--- config.mk ---
export PLATFORM = sky130hd
export DESIGN_NAME = mphase_pwm
export DESIGN_NICKNAME = d
export VERILOG_FILES = /design/src/rtl/mphase_pkg.sv /design/src/rtl/mphase_strap.sv /design/src/rtl/mphase_balance.sv /design/src/rtl/mphase_carrier.sv /design/src/rtl/mphase_pwm.sv
export SDC_FILE = /design/constraint.sdc
export NUM_CORES = 1
export LEC_CHECK = 0
export ABC_AREA = 0
export BUFFER_PORTS_ARGS = -buffer_cell sky130_fd_sc_hd__buf_2
export CAP_MARGIN = 20
export CORE_MARGIN = 1.5
export CORE_UTILIZATION = 40
export DETAILED_ROUTE_END_ITERATION = 12
export GPL_TIMING_DRIVEN = 0
export PLACE_DENSITY = 0.69
export SLEW_MARGIN = 20
export SYNTH_ARGS = -nofsm -noshare
export SYNTH_HDL_FRONTEND = slang
export SYNTH_SLANG_ARGS = --single-unit
--- constraint.sdc ---
create_clock -name clk -period 21.5 [get_ports clk]
set_input_delay 4.3 -clock clk [delete_from_list [all_inputs] [get_ports clk]]
set_output_delay 4.3 -clock clk [all_outputs]
set_load 0.01 [all_outputs]
--- src/rtl/mphase_pkg.sv ---
package mphase_pkg;
  localparam int MAX_PH = 4;

  typedef logic [2:0] ph_count_t;

  // Unused outputs tied high reduce the phase count.
  function automatic ph_count_t decode_strap(input logic [MAX_PH-1:0] s);
    if (s[3] && s[2]) return 3'd2;
    else if (s[3])    return 3'd3;
    else              return 3'd4;
  endfunction

  function automatic logic [MAX_PH-1:0] mask_of(input ph_count_t n);
    case (n)
      3'd2:    return 4'b0011;
      3'd3:    return 4'b0111;
      default: return 4'b1111;
    endcase
  endfunction
endpackage

--- src/rtl/mphase_strap.sv ---
module mphase_strap
  import mphase_pkg::*;
#(
  parameter int STRAP_CYC = 4
) (
  input  logic              clk,
  input  logic              rst_n,
  input  logic [MAX_PH-1:0] strap_in,
  output logic              run,
  output ph_count_t         nph,
  output logic [MAX_PH-1:0] act_mask
);
  localparam int SW = $clog2(STRAP_CYC + 1);

  logic [SW-1:0] scnt;

  always_ff @(posedge clk or negedge rst_n) begin
    if (!rst_n) begin
      scnt <= '0;
      run  <= 1'b0;
      nph  <= 3'd4;
    end else if (!run) begin
      if (scnt == SW'(STRAP_CYC - 1)) begin
        run <= 1'b1;
        nph <= decode_strap(strap_in);
      end else begin
        scnt <= scnt + 1'b1;
      end
    end
  end

  assign act_mask = mask_of(nph);

  // The count latched at the end of the window holds until reset.
  assert_strap_hold_R11: assert property (@(posedge clk) disable iff (!rst_n)
    $past(run) |-> $stable(nph));
endmodule

--- src/rtl/mphase_balance.sv ---
module mphase_balance
  import mphase_pkg::*;
#(
  parameter int PER_W   = 8,
  parameter int CUR_W   = 8,
  parameter int PERIOD  = 240,
  parameter int TRIM_SH = 2
) (
  input  ph_count_t               nph,
  input  logic [MAX_PH-1:0]       act_mask,
  input  logic [PER_W-1:0]        duty_cmd,
  input  logic [MAX_PH*CUR_W-1:0] cur_code,
  output logic [MAX_PH*PER_W-1:0] duty_ph
);
  localparam int SUM_W = CUR_W + 2;
  localparam int MUL_W = SUM_W + 11;
  localparam int DW    = PER_W + CUR_W + 3;
  // floor(x/3) == (x*683)>>11 holds for every x below 2045.
  localparam int RECIP3 = 683;

  logic [SUM_W-1:0] sum;
  logic [MUL_W-1:0] third;
  logic [CUR_W-1:0] avg;

  always_comb begin
    sum = '0;
    for (int i = 0; i < MAX_PH; i++) begin
      if (act_mask[i]) sum = sum + SUM_W'(cur_code[i*CUR_W +: CUR_W]);
    end
  end

  assign third = MUL_W'(sum) * MUL_W'(RECIP3);

  always_comb begin
    case (nph)
      3'd2:    avg = CUR_W'(sum >> 1);
      3'd3:    avg = CUR_W'(third >> 11);
      default: avg = CUR_W'(sum >> 2);
    endcase
  end

  for (genvar g = 0; g < MAX_PH; g++) begin : g_trim
    logic signed [DW-1:0] err, trim, dval;
    logic [PER_W-1:0]     dsat;

    assign err  = $signed(DW'(cur_code[g*CUR_W +: CUR_W])) - $signed(DW'(avg));
    assign trim = err >>> TRIM_SH;
    assign dval = $signed(DW'(duty_cmd)) - trim;

    always_comb begin
      if (dval < 0)                          dsat = '0;
      else if (dval > $signed(DW'(PERIOD)))  dsat = PER_W'(PERIOD);
      else                                   dsat = dval[PER_W-1:0];
    end

    assign duty_ph[g*PER_W +: PER_W] = dsat;
  end
endmodule

--- src/rtl/mphase_carrier.sv ---
module mphase_carrier
  import mphase_pkg::*;
#(
  parameter int PER_W  = 8,
  parameter int PERIOD = 240
) (
  input  logic                    clk,
  input  logic                    rst_n,
  input  logic                    run,
  input  ph_count_t               nph,
  input  logic [MAX_PH*PER_W-1:0] duty_ph,
  input  logic [MAX_PH-1:0]       en,
  output logic [MAX_PH-1:0]       pwm
);
  localparam int SLOT2 = PERIOD / 2;
  localparam int SLOT3 = PERIOD / 3;
  localparam int SLOT4 = PERIOD / 4;

  logic [PER_W-1:0] cnt;
  logic [PER_W-1:0] off_a [MAX_PH];
  logic [PER_W-1:0] loc_a [MAX_PH];

  always_ff @(posedge clk or negedge rst_n) begin
    if (!rst_n)                          cnt <= '0;
    else if (!run)                       cnt <= '0;
    else if (cnt == PER_W'(PERIOD - 1))  cnt <= '0;
    else                                 cnt <= cnt + 1'b1;
  end

  for (genvar g = 0; g < MAX_PH; g++) begin : g_slot
    assign off_a[g] = (nph == 3'd2) ? PER_W'((g * SLOT2) % PERIOD) :
                      (nph == 3'd3) ? PER_W'((g * SLOT3) % PERIOD) :
                                      PER_W'((g * SLOT4) % PERIOD);
    // Wraps modulo 2^PER_W; the result always lies below PERIOD.
    assign loc_a[g] = (cnt >= off_a[g]) ? cnt - off_a[g]
                                        : cnt + PER_W'(PERIOD) - off_a[g];
  end

  always_ff @(posedge clk or negedge rst_n) begin
    if (!rst_n) begin
      pwm <= '0;
    end else begin
      for (int i = 0; i < MAX_PH; i++)
        pwm[i] <= en[i] && (loc_a[i] < duty_ph[i*PER_W +: PER_W]);
    end
  end

  // The shared carrier never leaves the period range.
  assert_cnt_range_R3: assert property (@(posedge clk) disable iff (!rst_n)
    cnt < PER_W'(PERIOD));
endmodule

--- src/rtl/mphase_pwm.sv ---
module mphase_pwm
  import mphase_pkg::*;
#(
  parameter int PERIOD    = 240,
  parameter int CUR_W     = 8,
  parameter int TRIM_SH   = 2,
  parameter int STRAP_CYC = 4,
  localparam int PER_W    = $clog2(PERIOD + 1)
) (
  input  logic                    clk,
  input  logic                    rst_n,
  input  logic [PER_W-1:0]        duty_cmd,
  input  logic [MAX_PH*CUR_W-1:0] cur_code,
  input  logic                    dis,
  input  logic [4:0]              vid,
  input  logic                    tri_req,
  input  logic [MAX_PH-1:0]       strap_in,
  output logic [MAX_PH-1:0]       pwm,
  output logic [MAX_PH-1:0]       pwm_oe
);
  logic                    run;
  ph_count_t               nph;
  logic [MAX_PH-1:0]       act_mask;
  logic [MAX_PH*PER_W-1:0] duty_ph;
  logic                    shutdown;
  logic [MAX_PH-1:0]       en;

  mphase_strap #(.STRAP_CYC(STRAP_CYC)) u_strap (
    .clk(clk), .rst_n(rst_n), .strap_in(strap_in),
    .run(run), .nph(nph), .act_mask(act_mask)
  );

  mphase_balance #(.PER_W(PER_W), .CUR_W(CUR_W), .PERIOD(PERIOD), .TRIM_SH(TRIM_SH)) u_bal (
    .nph(nph), .act_mask(act_mask), .duty_cmd(duty_cmd),
    .cur_code(cur_code), .duty_ph(duty_ph)
  );

  assign shutdown = dis | (&vid);
  assign en       = act_mask & {MAX_PH{run & ~shutdown & ~tri_req}};

  mphase_carrier #(.PER_W(PER_W), .PERIOD(PERIOD)) u_car (
    .clk(clk), .rst_n(rst_n), .run(run), .nph(nph),
    .duty_ph(duty_ph), .en(en), .pwm(pwm)
  );

  always_ff @(posedge clk or negedge rst_n) begin
    if (!rst_n) pwm_oe <= '0;
    else        pwm_oe <= en;
  end

  assert_quiet_strap_R1: assert property (@(posedge clk) disable iff (!rst_n)
    !run |=> (pwm_oe == '0) && (pwm == '0));

  assert_active_only_R2: assert property (@(posedge clk) disable iff (!rst_n)
    (pwm_oe & ~act_mask) == '0);

  assert_vid_off_R7: assert property (@(posedge clk) disable iff (!rst_n)
    (&vid) |=> (pwm_oe == '0) && (pwm == '0));

  assert_dis_off_R8: assert property (@(posedge clk) disable iff (!rst_n)
    dis |=> (pwm_oe == '0) && (pwm == '0));

  assert_tri_release_R9: assert property (@(posedge clk) disable iff (!rst_n)
    tri_req |=> (pwm_oe == '0));

  for (genvar a = 0; a < MAX_PH; a++) begin : g_chk
    assert_oe_gates_R9: assert property (@(posedge clk) disable iff (!rst_n)
      !pwm_oe[a] |-> !pwm[a]);
    for (genvar b = 0; b < MAX_PH; b++) begin : g_pair
      if (a != b) begin : g_ne
        // A hotter phase never receives the longer pulse.
        assert_trim_order_R5: assert property (@(posedge clk) disable iff (!rst_n)
          (act_mask[a] && act_mask[b] &&
           (cur_code[a*CUR_W +: CUR_W] > cur_code[b*CUR_W +: CUR_W]))
          |-> (duty_ph[a*PER_W +: PER_W] <= duty_ph[b*PER_W +: PER_W]));
      end
    end
  end
endmodule

Word-level counts from Yosys, hierarchy flattened
Cells that the tools add are included.
Widths: inputs -> output; s select.

storage, ports and cells
  register bits after elaboration = 23
  bits of input ports = 53
  output and inout bits = 8
  word-level logic and storage cells = 93

operators by class
  add/subtract/negate cells = 20
  multiply operators = 1
  $lt $le $gt $ge = 16
  equality and inequality tests = 4
  multiplexer cells = 30
  bitwise operators = 8
  reductions and logical operators = 8

operator list
  kind                    count
  $mux 8                  20
  $sub 8x8->8             6
  $gt 10x9->1 const B     4
  $lt 10x1->1 const B     4
  $sub 9x7->10            4
  $sub 8x8->9             4
  $lt 8x8->1              4
  $mux 10                 3
  $ge 8x8->1              3
  $add 10x8->10           2
  $mul 10x10->19 const B  1
  $pmux 8 s2              1
  $add 8x8->9             1
  $eq 3x2->1 const B      3
  $add 8x1->8 const B     1
  $add 8x8->8 const B     1
  $eq 8x8->1 const B      1
  $ge 8x1->1 const B      1
  $pmux 4 s2              1
  $mux 7                  1
  $mux 3                  2
  $logic_and 1x1->1       5
  $reduce_and 5->1        1
  $and 4x4->4             1
  6 further kinds         12

Depth between registers and ports, before layout
  depth after elaboration = 18
  gate-level depth with buffers = 64
  depth with buffers taken out = 64

By module
Synthesis repeated with hierarchy kept, for this count alone.

second synthesis, totals
  cell total of the unflattened synthesis = 1,191
  area total of the unflattened synthesis = 9,381.5 um^2

modules (own cells, without submodules)
  module          instances  cells an instance  area each (um^2)  sequential area each (um^2)
  mphase_balance  1          842                6,416.2           0.0
  mphase_carrier  1          309                2,461.1           300.3
  mphase_strap    1          27                 327.8             176.4
  mphase_pwm      1          13                 176.4             100.1

Worst setup path after synthesis
OpenSTA, ideal clock, no wires.

  path type = input to register
  start = input port cur_code[0]
  end = register u_car.pwm[2]
  library setup time = 78 ps
  arrival = 16,314 ps
  data required time = 21,422 ps
  path slack = 5,108 ps
  stages on the path = 59
  path buffers = 0
  path through = ha_1 fa_1 a21oi_1 nor2_1 o31ai_1 nor2b_1 xor2_1 inv_1 ha_1 o21a_1 o31a_1 a211oi_1 o21bai_1 ha_1 o21ai_0 a21oi_1 o31ai_1 xor2_1 [23 not listed] o211a_1 o21a_1 or2_2 ha_1 a21boi_0 nor2_1 or4b_2 nand4_1 o211ai_1 mux2i_1 nand2_1 ha_1 a21o_1 a21oi_1 o21ai_0 or4_1 nor3_1 o2bb2ai_1

on the way
  cells in the longest elaborated chain, start to end = 16
  elaborated cells between the ends (all ways) = 17
  those cells by class = 5 x add/sub; 1 x mul; 3 x order compare; 7 x mux; 1 x reduce/logical

RTL lines
  item                           RTL line              text
  start, declared                mphase_pwm.sv:13      input logic [MAX_PH*CUR_W-1:0] cur_code,
  $mux 8 (*)                     mphase_balance.sv:28  if (act_mask[i]) sum = sum + SUM_W'(cur_code[i*CUR_W +: CUR_W]);
  $add 8x8->9                    mphase_balance.sv:28
  $mux 10 (*)                    mphase_balance.sv:28
  $add 10x8->10                  mphase_balance.sv:28
  $mux 10 (*)                    mphase_balance.sv:28
  $add 10x8->10                  mphase_balance.sv:28
  $mux 10 (*)                    mphase_balance.sv:28
  $mul 10x10->19                 mphase_balance.sv:32  assign third = MUL_W'(sum) * MUL_W'(RECIP3);
  $pmux 8 s2 (*)                 mphase_balance.sv:35  case (nph)
  $sub 8x8->9 (*)                mphase_balance.sv:46  assign err = $signed(DW'(cur_code[g*CUR_W +: CUR_W])) - $signed(DW'(avg));
  $sub 9x7->10 (*)               mphase_balance.sv:48  assign dval = $signed(DW'(duty_cmd)) - trim;
  $gt 10x9->1                    mphase_balance.sv:52  else if (dval > $signed(DW'(PERIOD))) dsat = PER_W'(PERIOD);
  $mux 8                         mphase_balance.sv:52
  $mux 8 (*)                     mphase_balance.sv:51  if (dval < 0) dsat = '0;
  $lt 8x8->1 (*)                 mphase_carrier.sv:44  pwm[i] <= en[i] && (loc_a[i] < duty_ph[i*PER_W +: PER_W]);
  $logic_and 1x1->1 (*)          mphase_carrier.sv:44
  end signal, assigned by index  mphase_carrier.sv:44
  end, declared                  mphase_carrier.sv:13  output logic [MAX_PH-1:0] pwm

Mark *: on every way between the ends. The rest lies on a longest branch, timed or not.
A chain may end at the register's enable or synchronous reset.

Final worst setup path
Same ends and word-level chain as after synthesis.

==> metrics.csv <==
stage;metric;value;unit
clocking;clk-insertion-delay-late;260;ps
clocking;cts_tree;done;
synth;synth_area;0.008325;mm2
floorplan;fp.dieArea;0.02169;mm2
clocking;clk_root_buffer_cell;clkbuf_16;
setup_path;timing.critical_path.required;21660;ps
drt;dr.max_layer_used;met4;
setup_path;critPathKind;in -> reg;
clocking;cts.clk_slew.worst_paths;60;ps
drt;met3WireLength;778;um
setup_path;timing.critical_path.fanout_max;7;
floorplan;i_o_pin_total;61;
synth;synth_top_family_by_area;adder cells;
placement;buffer_ports.inserted;58;
layout;share_of_layout_cells_above_drive_strength_1;8.991;%
drt;ant_nets;0;
synth;synth_mux_area_share;1.713;%
drt;number_of_remaining_drc_errors;0;
layout;final_core_occ;44.63;%
global_route;grt_start_max_net_pins;23;
clocking;cts_max_level;1;
layout;area_growth_syn_to_layout;8.807;%
clocking;postCtsHoldBufs;0;
global_route;grt_antenna_before_repair;0;
setup_path;r2r_setup_slack;7420;ps
drt;drt_first_pass_iters;5;
setup_path;rr_startpoint;u_strap.nph[0];
hold_path;endpoint_worst_hold;u_strap.scnt[0];
setup_path;timing.reg2reg.worst_path_depth;56;
global_route;grt_use_total;19.86;%
synth;total_of_warnings_raised_by_yosys;0;
synth;synthCells;1028;
synth;synth-compound-area-share;23.10;%
hold_path;hold_path_class;reg -> reg;
floorplan;fp.dieW;147.3;um
placement;placed_cells_incl_taps;1356;
synth;synthesis.area_per_instance;8.099;um2
layout;final_area;0.009059;mm2
synth;ys_top_cells_by_area;ha_1 30%, fa_1 7.5%, dfrtp_1 6.3%;
flow_run;cap_viol_max_count;0;
hold_path;hold_crit_depth;1;
synth;mappedNetlistNets;1314;
hold_path;hold_start;u_strap.scnt[0];
drt;met2WireLength;9938;um
outcome;run_status;completed;
layout;antenna_cells;0;
sta;number_of_failing_setup_endpoints_in_the_final_timing_report;0;
synth;synth_largest_area_cell;ha_1;
floorplan;rows;52;
clocking;cts_bufs_inserted;3;
synth;simple_gate_fraction_of_synth_area;15.01;%
floorplan;fp.dieH;147.3;um
placement;place_area;0.008954;mm2
clocking;clock-sinks;22;
sta;worst_margin_pin_slew;849.9;ps
synth;synthXorXnorAreaFrac;10.47;%
setup_path;setup.worst_path.start_class;primary input;
placement;globalplace.congestion;0.8921;
sta;post-route-min-period;18340;ps
clocking;setup_repair_bufs_after_cts;0;
setup_path;cp_slowest_cell;or4b_2;
drt;drt_iter0_markers;339;
drt;vias;7509;
sta;grt_setup_unrepaired;false;
synth;synthDominantCellAreaShare;30.36;%
floorplan;floorplan.initialDensity;41.01;%
sta;layout_worst_path_cycle_share;85.30;%
synth;synth_edf_count;0;
floorplan;floorplan.core_area;0.02030;mm2
global_route;vias_in_the_first_global_route;7260;
synth;synth_fa_ha_area_share;37.81;%
setup_path;end_kind;flop;
placement;hpwl;18730;um
sta;slew_headroom;43.34;%
clocking;cts_buffer_depth;2;
synth;synthArstFlopShare;100.0;%
layout;finish.cell_count_without_fillers;1360;
layout;num-nets-final;1377;
synth;synth_seq_cells;22;
synth;synth.distinct_cells;71;
drt;detail_route.wirelength;21460;um
global_route;overflow;0;
global_route;grt_first_pass_wirelength;35220;um
drt;detail_route.wl_per_cell;15.78;um
setup_path;critical_path.reg2reg.endpoint;u_car.pwm[2];
sta;fmaxAchievable;0.05453;GHz
drt;dr_vias_cell;5.521;
sta;report.final.hold_viol_count;0;
setup_path;critical-path-max-stage-delay;650;ps
drt;detail_route.wirelength.met1;10530;um
sta;timing_max_transition_violations_final;0;
sta;accumulated_negative_setup_slack;0;ps
setup_path;arrival;18500;ps
synth;dominantRegCellSynth;dfrtp_1;
sta;fin_worst_skew;4.209;ps
setup_path;critPathMostFrequentCell;ha_1;
clocking;cts_resized;0;
synth;synth-seq-area-share;6.628;%
==> per-layer routing <==
layer,vias to the layer above,global-route usage (%)
met5,-,0
met4,0,2.800
met3,13,1.087
met2,132,34.15
met1,3544,27.95
li1,3820,-
==> flip-flops by register name, summed over array words and instances, names as in the netlist <==
register and count:
pwm_oe 3, u_car.cnt 8, u_car.pwm 4, u_strap.nph 3
u_strap.run 1, u_strap.scnt 3
==> critical path, delay by kind of cell <==
| family | cells | cell delay [ps] |
|---|---|---|
| muxes | 2 | 580 |
| buffers and inverters | 5 | 470 |
| xor gates and xnor gates | 3 | 1000 |
| AOI/OAI and AO/OA | 24 | 4280 |
| and+or+nand+nor | 13 | 3010 |
| adders and majority gates | 13 | 4870 |
==> layout by cell type, fill, tap and decap left out, types with 6 or more instances in the layout <==
| master | n |
|---|---|
| xnor2_1 | 57 |
| o211ai_1 | 7 |
| dfrtp_1 | 21 |
| a211oi_1 | 12 |
| inv_1 | 102 |
| nand4_1 | 9 |
| mux2_2 | 7 |
| nor2_1 | 89 |
| nor3_1 | 20 |
| o21bai_1 | 9 |
| clkbuf_1 | 7 |
| or2_2 | 7 |
| nand2_1 | 47 |
| a31oi_1 | 12 |
| fa_1 | 31 |
| nand3_1 | 19 |
| o31ai_1 | 9 |
| a21oi_1 | 78 |
| nor2b_1 | 17 |
| o21a_1 | 22 |
| a21boi_0 | 6 |
| o21ai_0 | 63 |
| buf_2 | 58 |
| a21o_1 | 28 |
| ha_1 | 202 |
| xor2_1 | 40 |
| nand2b_1 | 19 |
==> final cells by class <==
type	instances	area (um2)
Tap cell	270	337.8
Multi-Input combinational cell	892	7336
Inverter	105	396.6
Clock inverter	1	30.03
Fill cell	2054	11240
Clock buffer	3	75.07
Sequential cell	22	551.8
Timing Repair Buffer	58	290.3
Buffer	9	41.29
==> synthesized netlist by cell type (12+ instances only) <==
cell and number:
nand2b_1 19, nor2b_1 17, nor3_1 20, ha_1 202
dfrtp_1 21, nand3_1 19, a31oi_1 12, xor2_1 40
nand2_1 47, a21o_1 28, a211oi_1 12, a21oi_1 78
fa_1 31, xnor2_1 57, o21a_1 22, nor2_1 89
o21ai_0 63, inv_1 102
==> worst max-delay path by stage <==
stage | from | endpoint | cells after the start
after CTS | cur_code[0] | u_car.pwm[2] | 60
after global routing | cur_code[0] | u_car.pwm[2] | 60
after global placement | cur_code[0] | u_car.pwm[2] | 60
final | cur_code[0] | u_car.pwm[2] | 60
after detailed placement | cur_code[0] | u_car.pwm[2] | 60
after floorplan | cur_code[0] | u_car.pwm[2] | 59
==> per-stage QoR <==
step | setup slack [ps] | hold WS (ps)
after CTS | 3140 | 494.1
final | 3161 | 488.5
after detailed placement | 2928 | 479.3
after floorplan | 5108 | 448.0
after global routing | 2148 | 521.1
after global placement | 3070 | 464.7
==> cells by family (layout without fill, tap and decap cells) <==
kind of cell             after synthesis  in the layout
flip-flops                            22             22
XOR/XNOR                              98             98
multiplexers                          13             13
buffers and inverters                114            176
AND/OR/NAND/NOR                      257            257
adder cells (fa/ha/maj)              233            233
AO/OA/AOI/OAI                        291            291
Power is not shown: default switching activity piles up to over one toggle a cycle in this logic, so the estimate is an artifact.
